===== src/rtl/spi_txbuf_pkg.sv =====
package spi_txbuf_pkg;
  // bit positions inside flag_clr
  localparam int FLG_RXC = 0;
  localparam int FLG_TXC = 1;
  localparam int FLG_N   = 2;
endpackage


===== src/rtl/spi_pin_sync.sv =====
module spi_pin_sync #(
  parameter int          W       = 3,
  parameter int          STAGES  = 2,
  parameter logic [W-1:0] RST_VAL = '0
) (
  input  logic         clk,
  input  logic         rst_n,
  input  logic [W-1:0] d,
  output logic [W-1:0] q
);
  logic [W-1:0] stage [STAGES];

  always_ff @(posedge clk or negedge rst_n) begin
    if (!rst_n) begin
      for (int i = 0; i < STAGES; i++) stage[i] <= RST_VAL;
    end else begin
      stage[0] <= d;
      for (int i = 1; i < STAGES; i++) stage[i] <= stage[i-1];
    end
  end

  assign q = stage[STAGES-1];
endmodule


===== src/rtl/spi_bit_engine.sv =====
module spi_bit_engine #(
  parameter int DATA_W      = 8,
  parameter int SYNC_STAGES = 2
) (
  input  logic              clk,
  input  logic              rst_n,
  input  logic              sck,
  input  logic              mosi,
  input  logic              ss_n,
  input  logic              ld,
  input  logic [DATA_W-1:0] ld_data,
  output logic              miso,
  output logic              eob,
  output logic [DATA_W-1:0] rx_byte,
  output logic              ss_idle
);
  localparam int CNT_W = $clog2(DATA_W);
  localparam logic [CNT_W-1:0] LAST = CNT_W'(DATA_W - 1);

  logic [2:0] pins_s;
  logic       sck_q;
  logic       sck_rise, sck_fall, mosi_s, active;
  logic [CNT_W-1:0]  bit_cnt, out_idx, tx_pos;
  logic [DATA_W-1:0] rx_sh, tx_sh;

  spi_pin_sync #(.W(3), .STAGES(SYNC_STAGES), .RST_VAL(3'b100)) u_sync (
    .clk  (clk),
    .rst_n(rst_n),
    .d    ({ss_n, mosi, sck}),
    .q    (pins_s)
  );

  always_ff @(posedge clk or negedge rst_n) begin
    if (!rst_n) sck_q <= 1'b0;
    else        sck_q <= pins_s[0];
  end

  assign sck_rise = pins_s[0] & ~sck_q;
  assign sck_fall = ~pins_s[0] & sck_q;
  assign mosi_s   = pins_s[1];
  assign ss_idle  = pins_s[2];
  assign active   = ~pins_s[2];

  assign eob     = active & sck_rise & (bit_cnt == LAST);
  assign rx_byte = {rx_sh[DATA_W-2:0], mosi_s};

  always_ff @(posedge clk or negedge rst_n) begin
    if (!rst_n) begin
      bit_cnt <= '0;
      out_idx <= '0;
      rx_sh   <= '0;
      tx_sh   <= '0;
    end else begin
      if (!active) begin
        bit_cnt <= '0;
        out_idx <= '0;
      end else begin
        if (sck_rise) begin
          rx_sh   <= rx_byte;
          bit_cnt <= (bit_cnt == LAST) ? '0 : bit_cnt + 1'b1;
        end
        if (sck_fall && bit_cnt != '0) out_idx <= out_idx + 1'b1;
      end
      if (ld) begin
        tx_sh   <= ld_data;
        out_idx <= '0;
      end
    end
  end

  assign tx_pos = LAST - out_idx;
  assign miso   = tx_sh[tx_pos];
endmodule


===== src/rtl/spi_txbuf_ctrl.sv =====
module spi_txbuf_ctrl
  import spi_txbuf_pkg::*;
#(
  parameter int DATA_W = 8
) (
  input  logic              clk,
  input  logic              rst_n,
  input  logic              buf_en,
  input  logic              wait_rx,
  input  logic              wr_valid,
  input  logic [DATA_W-1:0] wr_data,
  input  logic              ss_idle,
  input  logic              eob,
  input  logic [DATA_W-1:0] rx_byte,
  input  logic [FLG_N-1:0]  flag_clr,
  output logic              ld,
  output logic [DATA_W-1:0] ld_data,
  output logic              buf_full,
  output logic [DATA_W-1:0] buf_data,
  output logic              flag_rxc,
  output logic              flag_txc,
  output logic [DATA_W-1:0] rx_data
);
  logic wr_take, wr_direct, idle_copy;
  logic sh_fresh;
  logic eob_q, nopend_q, txc_go;

  assign wr_take   = buf_en & wr_valid & ~buf_full;
  assign wr_direct = ~buf_en & wr_valid & ss_idle;
  assign idle_copy = buf_en & wait_rx & ss_idle & buf_full & ~sh_fresh;
  assign ld        = eob | idle_copy | wr_direct;

  always_comb begin
    if (eob)            ld_data = buf_full ? buf_data : rx_byte;
    else if (idle_copy) ld_data = buf_data;
    else                ld_data = wr_data;
  end

  always_ff @(posedge clk or negedge rst_n) begin
    if (!rst_n) begin
      buf_full <= 1'b0;
      buf_data <= '0;
      sh_fresh <= 1'b0;
      rx_data  <= '0;
    end else begin
      if ((eob || idle_copy) && buf_full) buf_full <= 1'b0;
      if (wr_take) begin
        buf_full <= 1'b1;
        buf_data <= wr_data;
      end
      if (eob) begin
        sh_fresh <= buf_full;
        rx_data  <= rx_byte;
      end else if (idle_copy || wr_direct) begin
        sh_fresh <= 1'b1;
      end
    end
  end

  // flag pipeline: end of byte -> rxc (+1) -> txc (+2)
  always_ff @(posedge clk or negedge rst_n) begin
    if (!rst_n) begin
      eob_q    <= 1'b0;
      nopend_q <= 1'b0;
      txc_go   <= 1'b0;
      flag_rxc <= 1'b0;
      flag_txc <= 1'b0;
    end else begin
      eob_q  <= eob;
      if (eob) nopend_q <= ~buf_full;
      txc_go <= eob_q & nopend_q;
      if (eob_q)                  flag_rxc <= 1'b1;
      else if (flag_clr[FLG_RXC]) flag_rxc <= 1'b0;
      if (txc_go)                 flag_txc <= 1'b1;
      else if (flag_clr[FLG_TXC]) flag_txc <= 1'b0;
    end
  end
endmodule


===== src/rtl/spi_txbuf_slave.sv =====
module spi_txbuf_slave
  import spi_txbuf_pkg::*;
#(
  parameter int DATA_W      = 8,
  parameter int SYNC_STAGES = 2
) (
  input  logic              clk,
  input  logic              rst_n,
  input  logic              buf_en,
  input  logic              wait_rx,
  input  logic              wr_valid,
  output logic              wr_ready,
  input  logic [DATA_W-1:0] wr_data,
  input  logic              sck,
  input  logic              mosi,
  input  logic              ss_n,
  output logic              miso,
  output logic [DATA_W-1:0] rx_data,
  input  logic [FLG_N-1:0]  flag_clr,
  output logic              flag_dre,
  output logic              flag_rxc,
  output logic              flag_txc
);
  logic              eob, ss_idle, ld, buf_full;
  logic [DATA_W-1:0] rx_byte, ld_data, buf_data;

  spi_bit_engine #(.DATA_W(DATA_W), .SYNC_STAGES(SYNC_STAGES)) u_eng (
    .clk    (clk),
    .rst_n  (rst_n),
    .sck    (sck),
    .mosi   (mosi),
    .ss_n   (ss_n),
    .ld     (ld),
    .ld_data(ld_data),
    .miso   (miso),
    .eob    (eob),
    .rx_byte(rx_byte),
    .ss_idle(ss_idle)
  );

  spi_txbuf_ctrl #(.DATA_W(DATA_W)) u_ctrl (
    .clk     (clk),
    .rst_n   (rst_n),
    .buf_en  (buf_en),
    .wait_rx (wait_rx),
    .wr_valid(wr_valid),
    .wr_data (wr_data),
    .ss_idle (ss_idle),
    .eob     (eob),
    .rx_byte (rx_byte),
    .flag_clr(flag_clr),
    .ld      (ld),
    .ld_data (ld_data),
    .buf_full(buf_full),
    .buf_data(buf_data),
    .flag_rxc(flag_rxc),
    .flag_txc(flag_txc),
    .rx_data (rx_data)
  );

  assign wr_ready = 1'b1;
  assign flag_dre = ~buf_full;
endmodule


===== config.mk =====
export PLATFORM = sky130hd
export DESIGN_NAME = spi_txbuf_slave
export DESIGN_NICKNAME = d
export VERILOG_FILES = /design/src/rtl/spi_txbuf_pkg.sv /design/src/rtl/spi_pin_sync.sv /design/src/rtl/spi_bit_engine.sv /design/src/rtl/spi_txbuf_ctrl.sv /design/src/rtl/spi_txbuf_slave.sv
export SDC_FILE = /design/constraint.sdc
export NUM_CORES = 1
export LEC_CHECK = 0
export ABC_AREA = 1
export CORE_MARGIN = 2
export CORE_UTILIZATION = 50
export DETAILED_ROUTE_END_ITERATION = 7
export PLACE_DENSITY = 0.73
export SYNTH_ARGS = -nofsm -noshare
export SYNTH_HDL_FRONTEND = slang
export SYNTH_SLANG_ARGS = --single-unit

===== constraint.sdc =====
create_clock -name clk -period 3.33 [get_ports clk]
set_input_delay 0.666 -clock clk [delete_from_list [all_inputs] [get_ports clk]]
set_output_delay 0.666 -clock clk [all_outputs]
set_load 0.005 [all_outputs]

# Yosys cells after proc, flatten, opt, wreduce, memory -nomap -nowiden
# Index checks and enable logic that the tools add are counted.
[classes]
n_bitwise = 21
shifts = 0
reduce_logical = 12
eq_ne = 1
n_div = 0
n_mux = 19
magnitude_cmp = 1
n_mul = 0
add_sub_neg = 3
[ops]
columns = ["cell", "n"]
rows = [
  ["$mux W8", 3],
  ["$mux W3", 6],
  ["$and A1 B1 Y1", 13],
  ["$reduce_bool A2 Y1", 5],
  ["$mux W1", 9],
  ["$add A3 B1 Y3 const B", 2],
  ["$not A1 Y1", 6],
  ["$reduce_bool A3 Y1", 2],
  ["$lt A3 B4 Y1 const B", 1],
  ["$bmux W1 S3", 1],
  ["$eq A3 B3 Y1 const B", 1],
  ["$sub A3 B3 Y3 const A", 1],
  ["$logic_and A1 B1 Y1", 2],
  ["$logic_or A1 B1 Y1", 2],
  ["$or A1 B1 Y1", 2],
  ["$reduce_and A2 Y1", 1],
]
[word_totals]
latch_bits = 0
wordCells = 73
reg_bits = 51
input_bits = 18
output_inout_bits = 13
ramBits = 0
mem_bits_ro = 0
memories = 0

# Logic depth before layout (Yosys ltp)
# Gate-level depths: netlist (run 1).
[logic_depth]
ltp_word = 8
depth_mapped = 8
ltp_nobuf = 8

# Modules after synthesis
# From an unflattened synthesis (run 1), not the netlist that was laid out.
[unflattened]
cells_unflattened = 302
hier_area_um2 = 2484.9
[by_module_without_submodules]
columns = ["mod", "area_each_um2", "cells_per_inst", "seq_area_each_um2", "instances"]
rows = [
  ["spi_txbuf_ctrl", 1236.2, 159, 575.6, 1],
  ["spi_bit_engine", 1058.5, 131, 550.5, 1],
  ["spi_pin_sync", 175.2, 9, 152.6, 1],
  ["spi_txbuf_slave", 15.0, 3, 0.0, 1],
]

# Worst setup path before layout (run 1)
# No wires, ideal clock.
[synth_path]
path_kind = "flip-flop to output port"
from = "register u_eng.out_idx[0]"
to = "output port miso"
t_arrival_ns = 0.828
required_time_ns = 2.664
setup_slack_ns = 1.836
path_stages_with_launch = 6
path_cell_list = "dfrtp_1 inv_1 nor2_1 o21ai_0 nand2_1 nand2_1"
[synth_between]
elab_chain_cells = 3
[synth_lines]
columns = ["element", "line_no", "text"]
rows = [
  ["start: declaration", "spi_bit_engine.sv:23", "logic [CNT_W-1:0] bit_cnt, out_idx, tx_pos;"],
  ["start signal: assignment", "spi_bit_engine.sv:62", "if (sck_fall && bit_cnt != '0) out_idx <= out_idx + 1'b1;"],
  ["$sub A3 B3 Y3", "spi_bit_engine.sv:71", "assign tx_pos = LAST - out_idx;"],
  ["$bmux W1 S3", "spi_bit_engine.sv:72", "assign miso = tx_sh[tx_pos];"],
  ["$mux W1 (implied by the code)", "spi_bit_engine.sv:72", ""],
  ["end: declaration", "spi_txbuf_slave.sv:17", "output logic miso,"],
]
# Every way passes these cells. The select of a mux whose other input is x is not followed.

# Final worst setup path (run 1)
# Ends and elaborated chain as after synthesis.

==> results of run 1 <==
==> cell usage after synthesis <==
| cell | instances | area, um2 |
|---|---|---|
| conb_1 | 1 | 3.75 |
| o31ai_1 | 1 | 7.51 |
| nor2_1 | 18 | 67.6 |
| or2_2 | 1 | 6.26 |
| buf_6 | 6 | 67.6 |
| nand2_1 | 65 | 244 |
| nand2_4 | 2 | 22.5 |
| nor2_4 | 2 | 22.5 |
| o21a_1 | 1 | 7.51 |
| nand3_1 | 35 | 175 |
| o21ai_0 | 31 | 155 |
| dfrtp_1 | 49 | 1230 |
| nand4_1 | 4 | 25.0 |
| xnor2_1 | 1 | 8.76 |
| a21oi_1 | 8 | 40.0 |
| inv_2 | 3 | 11.3 |
| inv_1 | 31 | 116 |
| dfstp_2 | 2 | 52.6 |
| nor2_8 | 1 | 20.0 |
| nor2_2 | 1 | 6.26 |
| nand3_2 | 4 | 40.0 |
| o21bai_1 | 2 | 15.0 |
| o22ai_1 | 1 | 6.26 |
| ha_1 | 4 | 50.1 |
| buf_4 | 2 | 15.0 |
| buf_12 | 1 | 20.0 |
| nand3_4 | 1 | 17.5 |
| buf_2 | 2 | 10.0 |
==> cells in the final DEF, fill, tap and decap left out <==
master / instances
a21oi_1: 8
buf_2: 1
buf_4: 2
clkbuf_1: 1
clkbuf_8: 6
clkdlybuf4s50_1: 28
clkinv_4: 1
conb_1: 1
dfrtp_1: 49
dfstp_2: 2
ha_1: 4
inv_1: 31
inv_2: 3
nand2_1: 65
nand2_4: 2
nand3_1: 35
nand3_2: 4
nand3_4: 1
nand4_1: 4
nor2_1: 18
nor2_2: 1
nor2_4: 2
nor2_8: 1
o21a_1: 1
o21ai_0: 31
o21bai_1: 2
o22ai_1: 1
o31ai_1: 1
or2_2: 1
xnor2_1: 1
==> kinds of logic (layout without fill, tap and decap cells) <==
kind of cell | Yosys count | in the layout
compound gates | 44 | 44
xor+xnor | 1 | 1
fa+ha+maj | 4 | 4
buf+inv | 45 | 73
flops | 51 | 51
other cells | 1 | 1
simple gates | 134 | 134
==> where the power goes <==
| group | switching (mW) | leakage [nW] | internal, mW |
|---|---|---|---|
| Combinational | 0.151 | 0.738 | 0.115 |
| Sequential | 0.0820 | 0.640 | 0.717 |
| Clock | 0.200 | 0.0484 | 0.171 |
| Total | 0.433 | 1.43 | 1.00 |
==> metrics by stage <==
step	util (%)	hold slack, ns	power (mW)
2_1_floorplan	-	0.331	0.988
3_3_place_gp	57.8	0.332	1.07
3_5_place_dp	57.8	0.336	1.08
4_1_cts	59.8	0.357	1.45
5_1_grt	59.8	0.369	1.53
6_report	59.8	0.355	1.44
==> critical path: cells and delay by family, from the launching register on <==
family	cells	cell delay [ns]
buffers and inverters	2	0.63
DFF	1	0.45
and+or+nand+nor	3	0.18
AOI/OAI and AO/OA	1	0.17
==> final cells by class <==
cell class	instances	area (um2)
Clock buffer	7	86.3
Clock inverter	1	8.76
Fill cell	436	1900
Inverter	34	128
Multi-Input combinational cell	184	941
Sequential cell	51	1280
Tap cell	67	83.8
Timing Repair Buffer	31	300
==> sequential cells by signal, summed over array words and instances, names as in the netlist <==
signal	count
u_ctrl.buf_full	1
u_ctrl.nopend_q	1
u_ctrl.txc_go	1
u_eng.tx_sh	8
u_eng.out_idx	3
u_eng.u_sync.q	3
u_ctrl.eob_q	1
u_ctrl.flag_txc	1
u_eng.u_sync.stage	3
u_ctrl.sh_fresh	1
u_ctrl.rx_data	8
u_eng.sck_q	1
u_ctrl.flag_rxc	1
u_eng.bit_cnt	3
u_ctrl.buf_data	8
u_eng.rx_sh	7
==> final timing paths <==
path / start / end / slack [ns]
setup / recovery: u_eng.out_idx[0] / miso / 0.95
max in group asynchronous: rst_n / u_eng.rx_sh[6] / 2.20
hold / removal: u_eng.u_sync.stage[4] / u_eng.u_sync.q[1] / 0.36
min in group asynchronous: rst_n / u_ctrl.flag_rxc / 0.42
hold reg to reg: u_eng.u_sync.stage[4] / u_eng.u_sync.q[1] / 0.36
setup reg to reg: u_eng.bit_cnt[0] / u_ctrl.sh_fresh / 1.48
==> layer usage <==
| metal | global-route usage, % | vias to the layer above | routed length (um) |
|---|---|---|---|
| met4 | 6.06 | 0 | 44 |
| li1 | - | 950 | - |
| met5 | 0 | - | 0 |
| met3 | 3.66 | 4 | 180 |
| met2 | 27.6 | 43 | 2080 |
| met1 | 25.5 | 860 | 2300 |
==> flow_summary.ini, run 1 <==
[clock_network]
cts-root-buf = clkbuf_8
htreeDepth = 2
hold_buffers = 0
clk_pin_slew_ns = 0.09
clockBufferDepth = 2
clk_latency_ns = 0.30
cts.sinks = 51
cts_tree = yes
cts_inserted_buffers = 5
cts_resized = 0
cts_setup_buffers = 0

[setup_path]
cp-start-kind = flip-flop
crit_arrival_ns = 1.72
worstPathRequired_ns = 2.66
crit_top_cell = nand2_1
slowest_stage = clkdlybuf4s50_1
reg2reg_depth = 6
path_cells = inv_1, nor2_1, o21ai_0, nand2_1, nand2_1, clkdlybuf4s50_1
cp_slowest_stage_delay_ns = 0.49
worst-path-max-fanout = 7
path_class = flip-flop to output pin
setup.worst_path.end_class = output pin

[timing]
maxSlewViolCount = 0
skew_ns = 0.00777
rsz0062_at_grt = false
setup_viol = 0
tns_ns = 0
finalCritPeriodShare_pct = 71.6
slew_headroom_pct = 51.1
setup_slack_ns = 0.947
fmaxAchievable_mhz = 420
post-route-min-period_ns = 2.38
hold_viol = 0
tightest_slew_ns = 0.733

[drt]
drt_pass1_iterations = 4
ant_nets = 0
drt_iter0_markers = 148
vias = 1857
via_per_inst = 4.95
wl_per_cell_um = 12.3
drc = 0
finalWirelength_mm = 4.61

[finish]
drive_gt1_share_pct = 8.77
layout.nets = 329
synthToLayoutAreaGrowth_pct = 14.9
antenna_cells = 0
stdcell_area_um2 = 2830
final-instance-count-excl-fill = 375

[global_routing]
grt_max_degree = 34
antenna_found_initial = 0
grt.total_usage_pct = 17.9
grt-ovfl-total = 0
grt_pass1_wl_mm = 7.53
first_global_vias = 1669

[floorplanning]
fp.dieH_um = 74.1
core_um2 = 4720
fp.dieW_um = 74.1
ios = 31
start_util_pct = 52.1
die-area_um2 = 5500
num_rows = 25

[status]
status = complete, no violations

[min_path]
hp-class = flip-flop to flip-flop
min_path_cells = 0

[logic_synthesis]
synthMuxAreaShare_pct = 0
ys_warn_count = 0
synth.net_count = 302
seq_area_frac_synth_pct = 52.0
avgSynthCellArea_um2 = 8.79
synth_top_family_by_area = simple AND/OR/NAND/NOR gates
synth_compound_area_share_pct = 9.41
ys_seq_elements = 51
synthSimpleGateAreaFrac_pct = 26.3
synthXorXnorAreaFrac_pct = 0.356
syn_area_um2 = 2460
synth.distinct_cells = 28
synth_fa_ha_area_share_pct = 2.03
synth_cells = 280

[placement]
dp.final_hpwl_mm = 3.26
place.port_buffers = 29
pre_cts_ws_ns = 1.30
dpl_cell_area_um2 = 2730
dp.cells = 367
gp_congestion = 0.839

[power_and_ir_drop]
p_per_area_nw_per_um2 = 508
worst_ir_drop_vdd_mv = 0.341
p_leak_nw = 1.43

[run]
cap_violations = 0
Power figures use the tool's default switching activity.
==> run 2, diff against run 1 <==
clock period = 2.2 ns   (was 3.33 ns; I/O delays follow)
==> flow_summary.ini, run 2 (synthesis results as in run 1) <==
[run]
cap_violations = 0

[floorplanning]
fp.dieH_um = 74.1
die-area_um2 = 5500
start_util_pct = 52.1
ios = 31
num_rows = 25
fp.dieW_um = 74.1
core_um2 = 4720

[timing]
slew_headroom_pct = 56.7
tightest_slew_ns = 0.650
rsz0062_at_grt = false
post-route-min-period_ns = 2.09
maxSlewViolCount = 0
skew_ns = 0.00886
fmaxAchievable_mhz = 478
finalCritPeriodShare_pct = 95.2
hold_viol = 0
tns_ns = 0
setup_slack_ns = 0.106
setup_viol = 0

[drt]
vias = 1912
drt_pass1_iterations = 6
wl_per_cell_um = 12.5
ant_nets = 0
drc = 0
via_per_inst = 5.04
finalWirelength_mm = 4.74
drt_iter0_markers = 132

[global_routing]
grt_pass1_wl_mm = 7.93
first_global_vias = 1793
grt-ovfl-total = 0
grt.total_usage_pct = 19.1
antenna_found_initial = 0
grt_max_degree = 32

[setup_path]
worst-path-max-fanout = 7
crit_arrival_ns = 1.65
crit_top_cell = nand2_1
cp-start-kind = flip-flop
worstPathRequired_ns = 1.76
path_class = flip-flop to output pin
cp_slowest_stage_delay_ns = 0.49
setup.worst_path.end_class = output pin
path_cells = inv_2, o21ai_0, o21ai_1, nand2_1, nand2_1, clkdlybuf4s50_1
slowest_stage = clkdlybuf4s50_1

[placement]
dp.final_hpwl_mm = 3.44
place.port_buffers = 29
gp_congestion = 0.901
pre_cts_ws_ns = 0.361

[clock_network]
htreeDepth = 2
clockBufferDepth = 2
cts_resized = 0
clk_latency_ns = 0.30
cts_inserted_buffers = 5
cts_tree = yes
cts-root-buf = clkbuf_8
clk_pin_slew_ns = 0.09
cts.sinks = 51
cts_setup_buffers = 0
hold_buffers = 0

[finish]
final_common_cell = nand2_1
drive_gt1_share_pct = 10.6
reg_top3 = u_ctrl.buf_data (8), u_ctrl.rx_data (8), u_eng.tx_sh (8)
final_cell_mix = 65 x nand2_1, 48 x dfrtp_1, 35 x nand3_1
synthToLayoutAreaGrowth_pct = 15.8
layout.nets = 333
antenna_cells = 0

[power_and_ir_drop]
p_per_area_nw_per_um2 = 758
p_leak_nw = 1.43
worst_ir_drop_vdd_mv = 0.493

[status]
status = complete, no violations

[min_path]
hp-class = input port to async pin
==> run 2: power by group <==
part | internal, mW | leakage (nW) | switching (mW)
sequential | 1.09 | 0.639 | 0.0979
clock | 0.226 | 0.0385 | 0.300
combinational | 0.187 | 0.757 | 0.262
==> run 2: final cells by class <==
cell class / instances / area (um2)
Clock buffer: 7 / 76.3
Clock inverter: 1 / 7.51
Fill cell: 428 / 1870
Inverter: 34 / 128
Multi-Input combinational cell: 184 / 943
Sequential cell: 51 / 1280
Tap cell: 67 / 83.8
Timing Repair Buffer: 35 / 330
==> run 2: worst paths after layout <==
path	startpoint	cells after the start	slack (ns)	to
max in group asynchronous	rst_n	2	1.43	u_ctrl.buf_data[1]
worst max-delay path	u_eng.out_idx[0]	6	0.11	miso
worst max register to register	u_eng.bit_cnt[0]	6	0.62	u_ctrl.sh_fresh
worst min-delay path	rst_n	1	0.15	u_eng.bit_cnt[1]
min in group clk	u_eng.u_sync.stage[5]	0	0.36	u_eng.u_sync.q[2]
worst min register to register	u_eng.u_sync.stage[5]	0	0.36	u_eng.u_sync.q[2]
==> run 2: stage by stage <==
stage,instance area [um2],hold slack (ns),total power [mW],utilization [%],instances
after CTS,2850,0.171,2.18,60.2,379
after detailed placement,2760,0.341,1.65,58.5,371
after global routing,2850,0.209,2.31,60.3,379
after global placement,2760,0.333,1.64,58.5,371
final,2850,0.153,2.16,60.3,379
after floorplan,2460,0.144,1.50,-,280
==> run 2: critical path, delay by kind of cell, from the launching register on <==
| kind | cells | cell delay, ns |
|---|---|---|
| AND/OR/NAND/NOR | 2 | 0.12 |
| flip-flops | 1 | 0.47 |
| buffers and inverters | 2 | 0.59 |
| AO/OA/AOI/OAI | 2 | 0.18 |
==> run 2: routing by layer <==
| metal | up-vias | GRT usage, % | routed length [um] |
|---|---|---|---|
| li1 | 960 | - | - |
| met4 | 0 | 6.87 | 65 |
| met3 | 6 | 5.56 | 206 |
| met2 | 44 | 31.1 | 2260 |
| met5 | - | 0 | 0 |
| met1 | 902 | 24.3 | 2210 |
==> run 3, diff against run 2 <==
SKIP_LAST_GASP = 1   (was not set)
==> results of run 3 <==
Same layout as run 2: the final DEF is identical, and so are final timing and power.
